$ cat src/rtl/irq_pkg.sv
package irq_pkg;
  typedef enum logic {
    SEQ_ARB = 1'b0,
    SEQ_LAT = 1'b1
  } seq_st_e;

  localparam int VEC_DW   = 32;
  localparam int VEC_BASE = 2;
endpackage

$ cat src/rtl/irq_pend.sv
module irq_pend #(
  parameter int N_LINES = 8
) (
  input  logic               clk,
  input  logic               rst,
  input  logic [N_LINES-1:0] irq_i,
  input  logic               nmi_i,
  input  logic [N_LINES-1:0] clr_line,
  input  logic               clr_nmi,
  output logic [N_LINES-1:0] pend_o,
  output logic               nmi_pend_o
);
  logic nmi_q;

  // one pending flop per maskable line
  for (genvar i = 0; i < N_LINES; i++) begin : g_line
    always_ff @(posedge clk) begin
      if (rst) begin
        pend_o[i] <= 1'b0;
      end else if (clr_line[i]) begin
        pend_o[i] <= 1'b0;
      end else if (irq_i[i]) begin
        pend_o[i] <= 1'b1;
      end
    end
  end

  // urgent line: rising-edge capture
  always_ff @(posedge clk) begin
    if (rst) begin
      nmi_q      <= 1'b0;
      nmi_pend_o <= 1'b0;
    end else begin
      nmi_q <= nmi_i;
      if (clr_nmi) begin
        nmi_pend_o <= 1'b0;
      end else if (nmi_i && !nmi_q) begin
        nmi_pend_o <= 1'b1;
      end
    end
  end
endmodule

$ cat src/rtl/irq_prio.sv
module irq_prio #(
  parameter int N_LINES = 8,
  parameter int IDW     = $clog2(N_LINES + 1)
) (
  input  logic [N_LINES-1:0] elig_i,
  input  logic               nmi_elig_i,
  output logic               any_o,
  output logic [IDW-1:0]     win_o
);
  always_comb begin
    any_o = nmi_elig_i | (|elig_i);
    win_o = '0;
    // scan from the weakest line so the lowest index is left standing
    for (int i = N_LINES - 1; i >= 0; i--) begin
      if (elig_i[i]) win_o = IDW'(i);
    end
    if (nmi_elig_i) win_o = IDW'(N_LINES);
  end
endmodule

$ cat src/rtl/irq_vec_table.sv
module irq_vec_table #(
  parameter int DEPTH = 9,
  parameter int AW    = $clog2(DEPTH),
  parameter int DW    = 32
) (
  input  logic          clk,
  input  logic          rst,
  input  logic          we,
  input  logic [AW-1:0] waddr,
  input  logic [DW-1:0] wdata,
  input  logic [AW-1:0] raddr,
  output logic [DW-1:0] rdata
);
  logic [DW-1:0] mem [0:DEPTH-1];

  // storage: plain write port, no reset, so block RAM can hold it
  always_ff @(posedge clk) begin
    if (we) mem[waddr] <= wdata;
  end

  // registered read port
  always_ff @(posedge clk) begin
    if (rst) rdata <= '0;
    else     rdata <= mem[raddr];
  end
endmodule

$ cat src/rtl/irq_seq.sv
module irq_seq
  import irq_pkg::*;
#(
  parameter int N_LINES   = 8,
  parameter int ENTRY_LAT = 5,
  parameter int IDW       = $clog2(N_LINES + 1),
  parameter int LCW       = $clog2(ENTRY_LAT + 1)
) (
  input  logic               clk,
  input  logic               rst,
  input  logic               any_i,
  input  logic [IDW-1:0]     win_i,
  input  logic               ack_i,
  input  logic               eos_i,
  output logic               int_o,
  output logic [IDW-1:0]     id_o,
  output logic               vec_valid_o,
  output logic               ms_busy_o,
  output logic               nmi_busy_o,
  output logic [N_LINES-1:0] clr_line_o,
  output logic               clr_nmi_o
);
  seq_st_e        st_q;
  logic [LCW-1:0] cnt_q;
  logic           take;
  logic           take_nmi;

  assign take     = (st_q == SEQ_ARB) && int_o && ack_i;
  assign take_nmi = (id_o == IDW'(N_LINES));
  assign clr_nmi_o = take && take_nmi;

  always_comb begin
    for (int i = 0; i < N_LINES; i++) begin
      clr_line_o[i] = take && (id_o == IDW'(i));
    end
  end

  always_ff @(posedge clk) begin
    if (rst) begin
      st_q        <= SEQ_ARB;
      cnt_q       <= '0;
      int_o       <= 1'b0;
      id_o        <= '0;
      vec_valid_o <= 1'b0;
      ms_busy_o   <= 1'b0;
      nmi_busy_o  <= 1'b0;
    end else begin
      vec_valid_o <= 1'b0;

      // the innermost routine in service ends first
      if (eos_i) begin
        if (nmi_busy_o) nmi_busy_o <= 1'b0;
        else            ms_busy_o  <= 1'b0;
      end

      case (st_q)
        SEQ_ARB: begin
          if (take) begin
            int_o <= 1'b0;
            st_q  <= SEQ_LAT;
            cnt_q <= LCW'(ENTRY_LAT - 1);
            if (take_nmi) nmi_busy_o <= 1'b1;
            else          ms_busy_o  <= 1'b1;
          end else begin
            int_o <= any_i;
            if (any_i) id_o <= win_i;
          end
        end
        SEQ_LAT: begin
          if (cnt_q == '0) begin
            st_q        <= SEQ_ARB;
            vec_valid_o <= 1'b1;
          end else begin
            cnt_q <= cnt_q - 1'b1;
          end
        end
        default: st_q <= SEQ_ARB;
      endcase
    end
  end
endmodule

$ cat src/rtl/prio_irq_ctrl.sv
module prio_irq_ctrl
  import irq_pkg::*;
#(
  parameter int N_LINES   = 8,
  parameter int ENTRY_LAT = 5,
  parameter int IDW       = $clog2(N_LINES + 1),
  parameter int CFG_AW    = $clog2(N_LINES + VEC_BASE + 1)
) (
  input  logic                 clk,
  input  logic                 rst,
  input  logic [N_LINES-1:0]   irq_i,
  input  logic                 nmi_i,
  input  logic                 cfg_we,
  input  logic [CFG_AW-1:0]    cfg_addr,
  input  logic [VEC_DW-1:0]    cfg_wdata,
  input  logic                 ack_i,
  input  logic                 eos_i,
  output logic                 int_o,
  output logic [IDW-1:0]       id_o,
  output logic                 vec_valid_o,
  output logic [VEC_DW-1:0]    vec_o
);
  localparam int TBL_DEPTH = N_LINES + 1;

  logic [N_LINES-1:0] mask_q;
  logic               gie_q;
  logic [N_LINES-1:0] pend;
  logic               nmi_pend;
  logic [N_LINES-1:0] clr_line;
  logic               clr_nmi;
  logic               ms_busy;
  logic               nmi_busy;
  logic [N_LINES-1:0] elig;
  logic               nmi_elig;
  logic               any_win;
  logic [IDW-1:0]     win_id;
  logic               vec_we;
  logic [IDW-1:0]     vec_waddr;

  // control registers
  always_ff @(posedge clk) begin
    if (rst) begin
      mask_q <= '0;
      gie_q  <= 1'b0;
    end else if (cfg_we) begin
      if (cfg_addr == CFG_AW'(0)) mask_q <= cfg_wdata[N_LINES-1:0];
      if (cfg_addr == CFG_AW'(1)) gie_q  <= cfg_wdata[0];
    end
  end

  assign vec_we    = cfg_we && (cfg_addr >= CFG_AW'(VEC_BASE))
                            && (cfg_addr <= CFG_AW'(VEC_BASE + N_LINES));
  assign vec_waddr = IDW'(cfg_addr - CFG_AW'(VEC_BASE));

  irq_pend #(.N_LINES(N_LINES)) u_pend (
    .clk        (clk),
    .rst        (rst),
    .irq_i      (irq_i),
    .nmi_i      (nmi_i),
    .clr_line   (clr_line),
    .clr_nmi    (clr_nmi),
    .pend_o     (pend),
    .nmi_pend_o (nmi_pend)
  );

  // gating: mask, global enable and in-service blocking
  assign elig     = pend & ~mask_q & {N_LINES{gie_q & ~ms_busy & ~nmi_busy}};
  assign nmi_elig = nmi_pend & ~nmi_busy;

  irq_prio #(.N_LINES(N_LINES), .IDW(IDW)) u_prio (
    .elig_i     (elig),
    .nmi_elig_i (nmi_elig),
    .any_o      (any_win),
    .win_o      (win_id)
  );

  irq_seq #(.N_LINES(N_LINES), .ENTRY_LAT(ENTRY_LAT), .IDW(IDW)) u_seq (
    .clk         (clk),
    .rst         (rst),
    .any_i       (any_win),
    .win_i       (win_id),
    .ack_i       (ack_i),
    .eos_i       (eos_i),
    .int_o       (int_o),
    .id_o        (id_o),
    .vec_valid_o (vec_valid_o),
    .ms_busy_o   (ms_busy),
    .nmi_busy_o  (nmi_busy),
    .clr_line_o  (clr_line),
    .clr_nmi_o   (clr_nmi)
  );

  irq_vec_table #(.DEPTH(TBL_DEPTH), .AW(IDW), .DW(VEC_DW)) u_tbl (
    .clk   (clk),
    .rst   (rst),
    .we    (vec_we),
    .waddr (vec_waddr),
    .wdata (cfg_wdata),
    .raddr (id_o),
    .rdata (vec_o)
  );
endmodule

$ cat config.mk
export PLATFORM = sky130hd
export DESIGN_NAME = prio_irq_ctrl
export DESIGN_NICKNAME = d
export VERILOG_FILES = /design/src/rtl/irq_pkg.sv /design/src/rtl/irq_pend.sv /design/src/rtl/irq_prio.sv /design/src/rtl/irq_vec_table.sv /design/src/rtl/irq_seq.sv /design/src/rtl/prio_irq_ctrl.sv
export SDC_FILE = /design/constraint.sdc
export NUM_CORES = 1
export LEC_CHECK = 0
export ABC_AREA = 0
export CAP_MARGIN = 20
export CORE_MARGIN = 3
export CORE_UTILIZATION = 53
export DETAILED_ROUTE_END_ITERATION = 16
export PLACE_DENSITY = 0.86
export REMOVE_ABC_BUFFERS = 1
export SLEW_MARGIN = 15
export SYNTH_ARGS = -nofsm -noshare
export SYNTH_HDL_FRONTEND = slang
export SYNTH_SLANG_ARGS = --single-unit
$ cat constraint.sdc
create_clock -name clk -period 3.9 [get_ports clk]
set_input_delay 0.78 -clock clk [delete_from_list [all_inputs] [get_ports clk]]
set_output_delay 0.78 -clock clk [all_outputs]
set_load 0.005 [all_outputs]
==> summary.txt, run 1 <==
Outcome
  – Status: finished, final reports clean

Timing
  – Final period utilization: 76.6%
  – Worst Skew: 0.0168 ns
  – RSZ-0062 raised after global routing: false
  – Setup WS post-layout: 0.911 ns
  – Fmax: 335 MHz
  – Final setup fails: 0
  – Min cycle time layout: 2.99 ns
  – Hold violation total from the final report: 0
  – Final Max Tran Viols: 0
  – Worst slew pin tran: 0.905 ns
  – Slew Limit Headroom: 39.6%

Power
  – PwrDens: 506 mW/mm2
  – Pwr Total: 0.00792 W
  – Clock share of power: 43.5%
  – Internal power: 0.00635 W
  – Power share of the combinational group: 3.7%
  – Sw power: 0.00157 W
  – Power share of the sequential group: 52.7%
  – Net switching fraction of the power: 19.8%
  – Peak VDD IR: 0.433 mV
  – Leak pwr: 5.09 nW

Layout
  – Non-filler cells, final: 1175
  – Layout area overhead: 20.0%
  – Fin util: 65.8%
  – Final instance area: 0.0157 mm2
  – Share of layout cells above drive strength 1: 18.8%
  – Layout net count: 882
  – Inserted Diodes: 0

Global routing
  – Largest net degree at the start of global routing: 49
  – Gr usage total: 20.8%
  – Vias in the first global route: 7141
  – First-pass GRT wire length: 42.0 mm
  – GRT overflow: 0
  – Initial antenna violation count: 0

Routing
  – Number of vias per cell: 5.88
  – # DRC: 0
  – First-pass DRT Iterations: 5
  – Final WL: 27.1 mm
  – Via count: 6910
  – Detailed router's first-iteration violation count: 535
  – DR WL/cell: 23.1 um
  – Antenna Violating Nets Remaining: 0

Floorplan
  – Die width: 163 um
  – Core Rows: 56
  – Top-Level Pins: 88
  – Core Footprint: 0.0238 mm2
  – Initial core utilization: 54.8%
  – Die ar.: 0.0266 mm2
  – Die Ht: 163 um

Placement
  – GP Congestion: 0.797
  – Hpwl dp: 16.0 mm
  – Placed insts: 1109
  – Worst slack, placed: 0.509 ns
  – Port Buffers: 87
  – Placed inst area: 0.0145 mm2

Yosys
  – Synth Cell Area: 0.0131 mm2
  – Simple-Gate Fraction of Synth Area: 4.97%
  – Synth cell count leaders: edfxtp_1 (288), nor2_1 (100), mux4_2 (64)
  – Synthesis Warnings: 0
  – Synth cell types: 36
  – Count of state elements after synthesis: 351
  – Top post-synthesis cells by area: edfxtp_1 (66%), mux4_2 (11%), dfxtp_1 (9.7%), mux2i_1 (3.3%), nor2_1 (2.9%)
  – Post-synthesis adder-cell area fraction: 0.383%
  – Register area share after synthesis: 75.9%
  – Combinational family with the most area after synthesis: multiplexers
  – Async set-reset flop share out of synthesis: 0%
  – Xor and xnor area share after synthesis: 0.134%
  – Syn_area_per_cell: 18.2 um2
  – Main synth FF type: edfxtp_1
  – Number of enable flip-flop cells after synthesis: 288
  – Synth area leader: edfxtp_1
  – Yosys top cell area share: 66.2%
  – Mux cell area share after synthesis: 14.3%
  – Compound-Gate Fraction of Synth Area: 2.94%
  – Top-count cell post-synth: edfxtp_1
  – Post-Synthesis Cells: 717

Clock network
  – Clock latency on the worst-skew pair: 0.51 ns
  – Post-CTS Setup Bufs: 0
  – H-tree levels: 2
  – Clock sinks: 351
  – # hold bufs at CTS: 0
  – CTS clk-pin slew, worst paths: 0.06 ns
  – CTS resizes: 0
  – Clk buf depth: 3
  – Clock root buffer: clkbuf_16
  – TritonCTS clock tree: done
  – Num CTS Buffers: 36

Setup path
  – WP data arrival: 3.16 ns
  – CP max stage delay: 0.65 ns
  – CP max-delay cell: clkdlybuf4s50_1
  – CP Launch Type: primary input
  – Crit. End Element: flip-flop
  – Crit path cell chain: clkdlybuf4s50_1 -> inv_1 -> ha_1 -> xnor2_1 -> nand3b_1 -> nor3_2 -> buf_4
  – Crit Path Class: in -> reg
  – CP required: 4.07 ns
  – Crit Path Max Fanout: 20

Min path
  – Hold WC Path Type: reg -> reg

Run
  – Max Cap Viol: 0
==> critical path, delay by kind of cell <==
| kind | cells | cell delay, ns |
|---|---|---|
| adders and majority gates | 1 | 0.23 |
| xor gates and xnor gates | 1 | 0.33 |
| and+or+nand+nor | 2 | 0.65 |
| buffers and inverters | 3 | 1.15 |
==> registers in the layout, indices dropped and copies added (netlist names), 3 cells and up <==
register,cells
u_tbl.rdata,32
u_seq.cnt_q,3
mask_q,8
u_pend.pend_o,8
u_tbl.mem,288
u_seq.id_o,4
==> layout make-up <==
class | count | area [um2]
sequential | 351 | 9920
tap | 319 | 399
fill | 1553 | 8160
inverter | 9 | 33.8
multi-input combinational | 322 | 3030
clock inverter | 25 | 265
timing repair buffer | 108 | 1070
clock buffer | 41 | 941
==> power groups by stage <==
stage,Sequential [W],Combinational (W),Clock (W)
3_3_place_gp,0.00425,0.000282,0
3_5_place_dp,0.00425,0.000292,0
5_1_grt,0.00418,0.000320,0.00366
2_1_floorplan,0.00425,0.000100,0
6_report,0.00418,0.000296,0.00345
4_1_cts,0.00418,0.000298,0.00351
==> logic make-up (layout without fill, tap and decap cells) <==
logic type	after synthesis	count (layout)
flops	351	351
mux	107	107
buf+inv	44	183
xor+xnor	2	2
fa+ha+maj	4	4
simple gates	144	144
compound gates	65	65
==> per-stage QoR <==
stage | TNS, ns | hold slack [ns]
3_5_place_dp | 0 | 0.463
4_1_cts | 0 | 0.489
5_1_grt | 0 | 0.512
6_report | 0 | 0.482
2_1_floorplan | -20.41 | 0.452
3_3_place_gp | 0 | 0.456
==> layer usage <==
layer | track usage (%) | part of all wire (%) | vias to the layer above
li1 | - | - | 3014
met1 | 27.6 | 39 | 3564
met2 | 36.4 | 53 | 280
met3 | 2.98 | 5.7 | 52
met4 | 5.73 | 2.4 | 0
met5 | 0 | 0 | -
==> cell usage in the layout, fill, tap and decap left out, types with 5 or more instances in the layout <==
| master | n |
|---|---|
| edfxtp_1 | 288 |
| nor2_1 | 94 |
| clkdlybuf4s50_1 | 86 |
| mux4_2 | 64 |
| dfxtp_1 | 59 |
| a21oi_1 | 45 |
| mux2i_1 | 43 |
| clkbuf_16 | 37 |
| buf_4 | 17 |
| clkinv_2 | 10 |
| inv_1 | 9 |
| nand2b_1 | 9 |
| nor2b_1 | 9 |
| a211oi_1 | 9 |
| nor2_4 | 6 |
| nand3_1 | 5 |
| nand2_1 | 5 |
| bufinv_16 | 5 |
==> path summary, 6_finish.rpt <==
path | to | slack (ns) | startpoint | depth (start not counted)
worst min register to register | u_tbl.rdata[3] | 0.48 | u_tbl.mem[8][3] | 2
worst max register to register | u_tbl.rdata[5] | 1.61 | u_seq.id_o[1] | 6
worst min-delay path | u_tbl.rdata[3] | 0.48 | u_tbl.mem[8][3] | 2
worst max-delay path | u_tbl.mem[6][23] | 0.91 | cfg_addr[1] | 7
Power figures use the tool's default switching activity.
==> run 2: changes to the inputs <==
- clock period: 3.9 -> 2.4 ns (I/O delays scaled with it)
==> run 2 against run 1 <==
Flip-flop and latch count is the same. Clock power grew 57%. Combinational power grew 73%. First-iteration DRC count grew 8.8%. Setup slack lost 0.78 ns.
==> summary.txt, run 2 (same netlist as run 1, synthesis figures left out) <==
Setup path
  – WP data arrival: 1.79 ns (-1.37 ns)
  – CP max-delay cell: clkdlybuf4s50_1
  – CP Launch Type: flip-flop
  – CP bufs+invs: 2 (-1)
  – Worst r2r dst: u_tbl.rdata[2]
  – CP max stage delay: 0.59 ns (-0.06 ns)
  – CP required: 1.92 ns (-2.15 ns)
  – CP top delay family: buffers and inverters
  – Worst reg-to-reg path cell count: 6 (unchanged)
  – Crit Path Max Fanout: 38 (+90%)
  – Crit Path Class: reg -> out
  – Crit path cell chain: buf_12 -> clkdlybuf4s50_1
  – Reg2reg setup slack: 0.47 ns (-1.14 ns)
  – Crit. End Element: output port
  – Worst path depth: 2 (-5)
  – R2R Path Start: u_seq.id_o[0]

Layout
  – Inserted Diodes: 0 (unchanged)
  – Final instance area: 0.0158 mm2 (+1.1%)
  – Max FFs per register: 288 (unchanged)
  – Biggest register: u_tbl.mem
  – Layout area overhead: 21.3%
  – Layout net count: 902 (+2.3%)
  – Most common cell after layout, fill and taps aside: edfxtp_1
  – Biggest regs: u_tbl.mem x288, u_tbl.rdata x32
  – Commonest non-fill, non-tap cells in the layout: edfxtp_1 (288), nor2_1 (94), clkdlybuf4s50_1 (86), mux4_2 (64), dfxtp_1 (59)
  – Share of layout cells above drive strength 1: 19.8% (+0.99 points)

Run
  – Max Cap Viol: 0 (unchanged)

Timing
  – Final period utilization: 94.7%
  – Worst Skew: 0.0103 ns (-0.00659 ns)
  – Fmax: 440 MHz
  – Slew Limit Headroom: 53.8% (+14 points)
  – Hold violation total from the final report: 0 (unchanged)
  – Final setup fails: 0 (unchanged)
  – Setup WS post-layout: 0.128 ns (-0.783 ns)
  – Worst slew pin tran: 0.689 ns (-0.217 ns)
  – TNS Setup: 0 ns (unchanged)
  – Min cycle time layout: 2.27 ns
  – Final Max Tran Viols: 0 (unchanged)
  – RSZ-0062 raised after global routing: false

Power
  – Internal power: 0.0102 W (+60%)
  – Power share of the combinational group: 4.0% (+0.3 points)
  – Power share of the sequential group: 53.3% (+0.6 points)
  – Sw power: 0.00254 W (+62%)
  – Peak VDD IR: 0.566 mV (+31%)
  – Clock share of power: 42.7% (-0.8 points)
  – Net switching fraction of the power: 19.9% (+0.17 points)
  – PwrDens: 803 mW/mm2 (+59%)
  – Pwr Total: 0.0127 W (+61%)
  – Leak pwr: 5.17 nW (+1.6%)

Routing
  – DR WL/cell: 23.5 um (+1.9%)
  – Via count: 6985 (+1.1%)
  – # DRC: 0 (unchanged)
  – Antenna Violating Nets Remaining: 0 (unchanged)
  – Detailed router's first-iteration violation count: 582 (+8.8%)
  – First-pass DRT Iterations: 5 (unchanged)
  – Final WL: 28.1 mm (+3.4%)
  – Number of vias per cell: 5.85 (-0.44%)

Clock network
  – Num CTS Buffers: 36 (unchanged)
  – Clock sinks: 351 (unchanged)
  – Clk buf depth: 3 (unchanged)
  – CTS clk-pin slew, worst paths: 0.06 ns (about the same)
  – Post-CTS Setup Bufs: 0 (unchanged)
  – TritonCTS clock tree: done
  – Clock root buffer: clkbuf_16
  – CTS resizes: 0 (unchanged)
  – Clock latency on the worst-skew pair: 0.52 ns (about the same)
  – # hold bufs at CTS: 0 (unchanged)
  – H-tree levels: 2 (unchanged)

Global routing
  – First-pass GRT wire length: 42.8 mm (+2.0%)
  – GRT overflow: 0 (unchanged)
  – Vias in the first global route: 7491 (+4.9%)
  – Gr usage total: 21.7% (+0.91 points)
  – Largest net degree at the start of global routing: 39 (-20%)
  – Initial antenna violation count: 0 (unchanged)

Min path
  – Hold_sp: rst
  – Hold WC Path Type: in -> reg
  – Hold EP: u_tbl.rdata[18]
  – Worst Hold Depth: 2 (unchanged)

Placement
  – Placed inst area: 0.0147 mm2 (+1.6%)
  – Worst slack, placed: -0.215 ns (-0.724 ns)
  – Port Buffers: 87 (unchanged)
  – GP Congestion: 0.809 (+1.5%)
  – Hpwl dp: 16.7 mm (+4.6%)

Floorplan
  – Core Rows: 56 (unchanged)
  – Die Ht: 163 um (unchanged)
  – Die width: 163 um (unchanged)
  – Die ar.: 0.0266 mm2 (unchanged)
  – Initial core utilization: 54.8% (unchanged)
  – Top-Level Pins: 88 (unchanged)
  – Core Footprint: 0.0238 mm2 (unchanged)

Outcome
  – Status: finished, final reports clean
==> run 2: changes by cell type in the layout (fill, tap and decap cells not counted) <==
cell / before / now
buf_4: 17 / 30
buf_12: 4 / 11
clkbuf_1: 4 / 11
clkinv_2: 10 / 6
bufinv_16: 5 / 3
clkbuf_8: 0 / 2
clkinv_4: 2 / 0
clkinv_1: 4 / 3
clkinvlp_4: 2 / 1
inv_6: 2 / 1
==> run 2: final cells by class <==
class	count	area [um2]
fillers	1545	7980
clock inverters	14	148
flip-flops and latches	351	9920
well taps	319	399
clock buffers	50	995
multi-input cells	322	3030
inverters	9	33.8
repair buffers	128	1310
==> run 2: routing by layer <==
layer	global-route usage (%)	wire, um	vias to the layer above
li1	-	-	3057
met2	37.5	14600	293
met5	0	0	-
met4	9.53	1160	0
met3	4.02	1650	82
met1	27.0	10600	3553
==> run 2: worst reg2reg max path: cells and delay by family, from the launching register on <==
kind | cells | cell delay (ns)
AOI/OAI and AO/OA | 1 | 0.19
buffers and inverters | 1 | 0.35
DFF | 1 | 0.36
muxes | 2 | 0.76
and+or+nand+nor | 2 | 0.14
==> run 2: per-stage QoR <==
stage,util [%],std cells,hold WS [ns]
2_1_floorplan,-,682,0.452
3_3_place_gp,61.7,1129,0.456
3_5_place_dp,61.7,1129,0.471
4_1_cts,66.5,1193,0.429
5_1_grt,66.5,1193,0.450
6_report,66.5,1193,0.429
==> run 2: worst max path at each step <==
| stage | start | to | slack (ns) |
|---|---|---|---|
| 2_1_floorplan | u_seq.id_o[0] | u_tbl.rdata[0] | -1.62 |
| 3_3_place_gp | cfg_addr[1] | u_tbl.mem[7][15] | -0.19 |
| 3_5_place_dp | cfg_addr[1] | u_tbl.mem[5][15] | -0.21 |
| 4_1_cts | u_seq.id_o[0] | id_o[0] | 0.08 |
| 5_1_grt | u_seq.id_o[0] | id_o[0] | 0.04 |
| 6_report | u_seq.id_o[0] | id_o[0] | 0.13 |
==> run 2: power by group through the flow <==
stage / Clock, W / Combinational (W) / Sequential (W)
2_1_floorplan: 0 / 0.000163 / 0.00691
3_3_place_gp: 0 / 0.000490 / 0.00690
3_5_place_dp: 0 / 0.000505 / 0.00691
4_1_cts: 0.00552 / 0.000514 / 0.00678
5_1_grt: 0.00574 / 0.000553 / 0.00679
6_report: 0.00543 / 0.000512 / 0.00678
==> run 3: changes to the inputs <==
- CORE_UTILIZATION: 53 -> 57
- DONT_BUFFER_PORTS: not set -> 1
- PLACE_DENSITY: 0.86 -> 0.85
- TNS_END_PERCENT: not set -> 1
==> run 3 against run 2 <==
Hold slack worse by 0.39 ns. Combinational power decreased by 50%. Non-clock buffer count shrank 104. Critical endpoint is now id_o[2]. Design area down 6.8%. Die area decreased by 6.8%. Clock skew rose by 0.017 ns. Sequential share of layout area grew 4.5 points. Clock power fell by 4.6%. Critical path depth down 1. Global-route usage is 0.53 points higher.
==> summary.txt, run 3 (same netlist as run 1, synthesis figures left out) <==
Routing
  – DR WL/cell: 25.3 um (+7.5%)
  – Detailed router's first-iteration violation count: 559 (-4.0%)
  – Antenna Violating Nets Remaining: 0 (unchanged)
  – Number of vias per cell: 6.24 (+6.6%)
  – Final WL: 26.6 mm (-5.4%)
  – Via count: 6552 (-6.2%)
  – First-pass DRT Iterations: 8 (+3)
  – # DRC: 0 (unchanged)

Min path
  – Hold EP: u_tbl.rdata[11]
  – Hold_sp: rst
  – Hold WC Path Type: in -> reg
  – Worst Hold Depth: 1 (-1)

Clock network
  – Num CTS Buffers: 35 (-2.8%)
  – CTS clk-pin slew, worst paths: 0.06 ns (about the same)
  – H-tree levels: 2 (unchanged)
  – Clock sinks: 351 (unchanged)
  – Clock latency on the worst-skew pair: 0.52 ns (about the same)
  – TritonCTS clock tree: done
  – Post-CTS Setup Bufs: 0 (unchanged)
  – Clock root buffer: clkbuf_16
  – # hold bufs at CTS: 0 (unchanged)
  – CTS resizes: 0 (unchanged)
  – Clk buf depth: 3 (unchanged)

Placement
  – Port Buffers: 0 (-100%)
  – Placed inst area: 0.0137 mm2 (-7.0%)
  – Hpwl dp: 15.2 mm (-8.8%)
  – GP Congestion: 0.831 (+2.8%)
  – Placed insts: 986 (-13%)

Setup path
  – Crit Path Class: reg -> out
  – WP data arrival: 1.53 ns (-0.26 ns)
  – Crit Path Max Fanout: 14 (-63%)
  – Worst r2r dst: u_tbl.rdata[4]
  – Reg2reg setup slack: 0.42 ns (-0.05 ns)
  – Worst reg-to-reg path cell count: 6 (unchanged)
  – R2R Path Start: u_seq.id_o[0]
  – Crit path cell chain: buf_4
  – CP max-delay cell: dfxtp_2
  – CP top delay family: flip-flops
  – CP bufs+invs: 1 (-1)
  – Crit. End Element: output port
  – CP max stage delay: 0.65 ns (+0.06 ns)
  – CP Launch Type: flip-flop
  – CP required: 1.92 ns (about the same)

Timing
  – RSZ-0062 raised after global routing: false
  – Hold violation total from the final report: 0 (unchanged)
  – Final setup fails: 0 (unchanged)
  – Worst slew pin tran: 0.672 ns (-0.0166 ns)
  – Worst Skew: 0.0270 ns (+0.0168 ns)
  – Final Max Tran Viols: 0 (unchanged)
  – Min cycle time layout: 2.01 ns (-0.263 ns)
  – Final period utilization: 83.7% (-11 points)
  – Fmax: 498 MHz (+13%)
  – Slew Limit Headroom: 54.9% (+1.1 points)

Floorplan
  – Top-Level Pins: 88 (unchanged)
  – Die width: 157 um (-3.4%)
  – Initial core utilization: 58.9% (+4.1 points)
  – Die Ht: 157 um (-3.4%)
  – Die ar.: 0.0248 mm2 (-6.8%)
  – Core Footprint: 0.0222 mm2 (-7.0%)
  – Core Rows: 54 (-3.6%)

Outcome
  – Status: finished, final reports clean

Layout
  – Share of layout cells above drive strength 1: 19.7% (-0.054 points)
  – Biggest regs: u_tbl.mem x288, u_tbl.rdata x32
  – Inserted Diodes: 0 (unchanged)
  – Fin util: 66.6% (+0.15 points)
  – Max FFs per register: 288 (unchanged)
  – Most common cell after layout, fill and taps aside: edfxtp_1
  – Commonest non-fill, non-tap cells in the layout: edfxtp_1 (288), nor2_1 (94), mux4_2 (64), dfxtp_1 (59), a21oi_1 (45)
  – Layout area overhead: 13.1%
  – # fillers: 1407 (-8.9%)
  – Non-filler cells, final: 1050 (-12%)
  – Biggest register: u_tbl.mem
  – Final instance area: 0.0148 mm2 (-6.8%)
  – Area occupied by multi-input gates: 0.00303 mm2 (unchanged)
  – Layout net count: 797 (-12%)
  – Register area: 0.00992 mm2 (unchanged)

Global routing
  – Largest net degree at the start of global routing: 66 (+69%)
  – First-pass GRT wire length: 41.3 mm (-3.5%)
  – Initial antenna violation count: 0 (unchanged)
  – Gr usage total: 22.3% (+0.53 points)
  – Vias in the first global route: 7170 (-4.3%)
  – GRT overflow: 0 (unchanged)

Power
  – Peak VDD IR: 0.600 mV (+6.1%)
  – Pwr Total: 0.0122 W (-3.9%)
  – PwrDens: 828 mW/mm2 (+3.1%)
  – Leak pwr: 4.73 nW (-8.6%)

Run
  – Max Cap Viol: 0 (unchanged)
## run 3: worst max-delay path by stage
stage	cells after the start	end	from	slack [ns]
after floorplan	5	u_tbl.rdata[0]	u_seq.id_o[0]	-1.62
after global placement	7	u_tbl.mem[3][19]	cfg_addr[1]	0.23
after detailed placement	8	u_tbl.mem[3][21]	cfg_addr[2]	0.14
after CTS	1	id_o[3]	u_seq.id_o[3]	0.38
after global routing	6	u_tbl.rdata[4]	u_seq.id_o[0]	0.33
final	1	id_o[2]	u_seq.id_o[2]	0.39
## run 3: routing by layer
metal,track usage [%],wire [um],vias to the layer above
met5,0,0,-
met4,9.88,879,0
met3,5.14,1910,58
met2,36.9,13500,289
met1,28.5,10300,3361
li1,-,-,2844
## run 3: area by class of cell
class / count / area share [%]
clock buffers: 55 / 6.85
repair buffers: 24 / 2.24
inverters: 9 / 0.229
clock inverters: 9 / 0.593
multi-input cells: 322 / 20.5
well taps: 280 / 2.37
flip-flops and latches: 351 / 67.2
## run 3: metrics by stage
stage | setup WS [ns] | TNS, ns | hold WS (ns)
2_1_floorplan | -1.62 | -296.12 | 0.452
3_3_place_gp | 0.234 | 0 | 0.462
3_5_place_dp | 0.138 | 0 | 0.467
4_1_cts | 0.375 | 0 | 0.0192
5_1_grt | 0.326 | 0 | 0.0186
6_report | 0.391 | 0 | 0.0427
## run 3: report_power, final
group	leakage, nW	total (W)	internal (W)	switching, W
clock	0.527	0.00518	0.00302	0.00216
combinational	1.08	0.000255	0.000106	0.000149
sequential	3.12	0.00679	0.00673	0.0000606
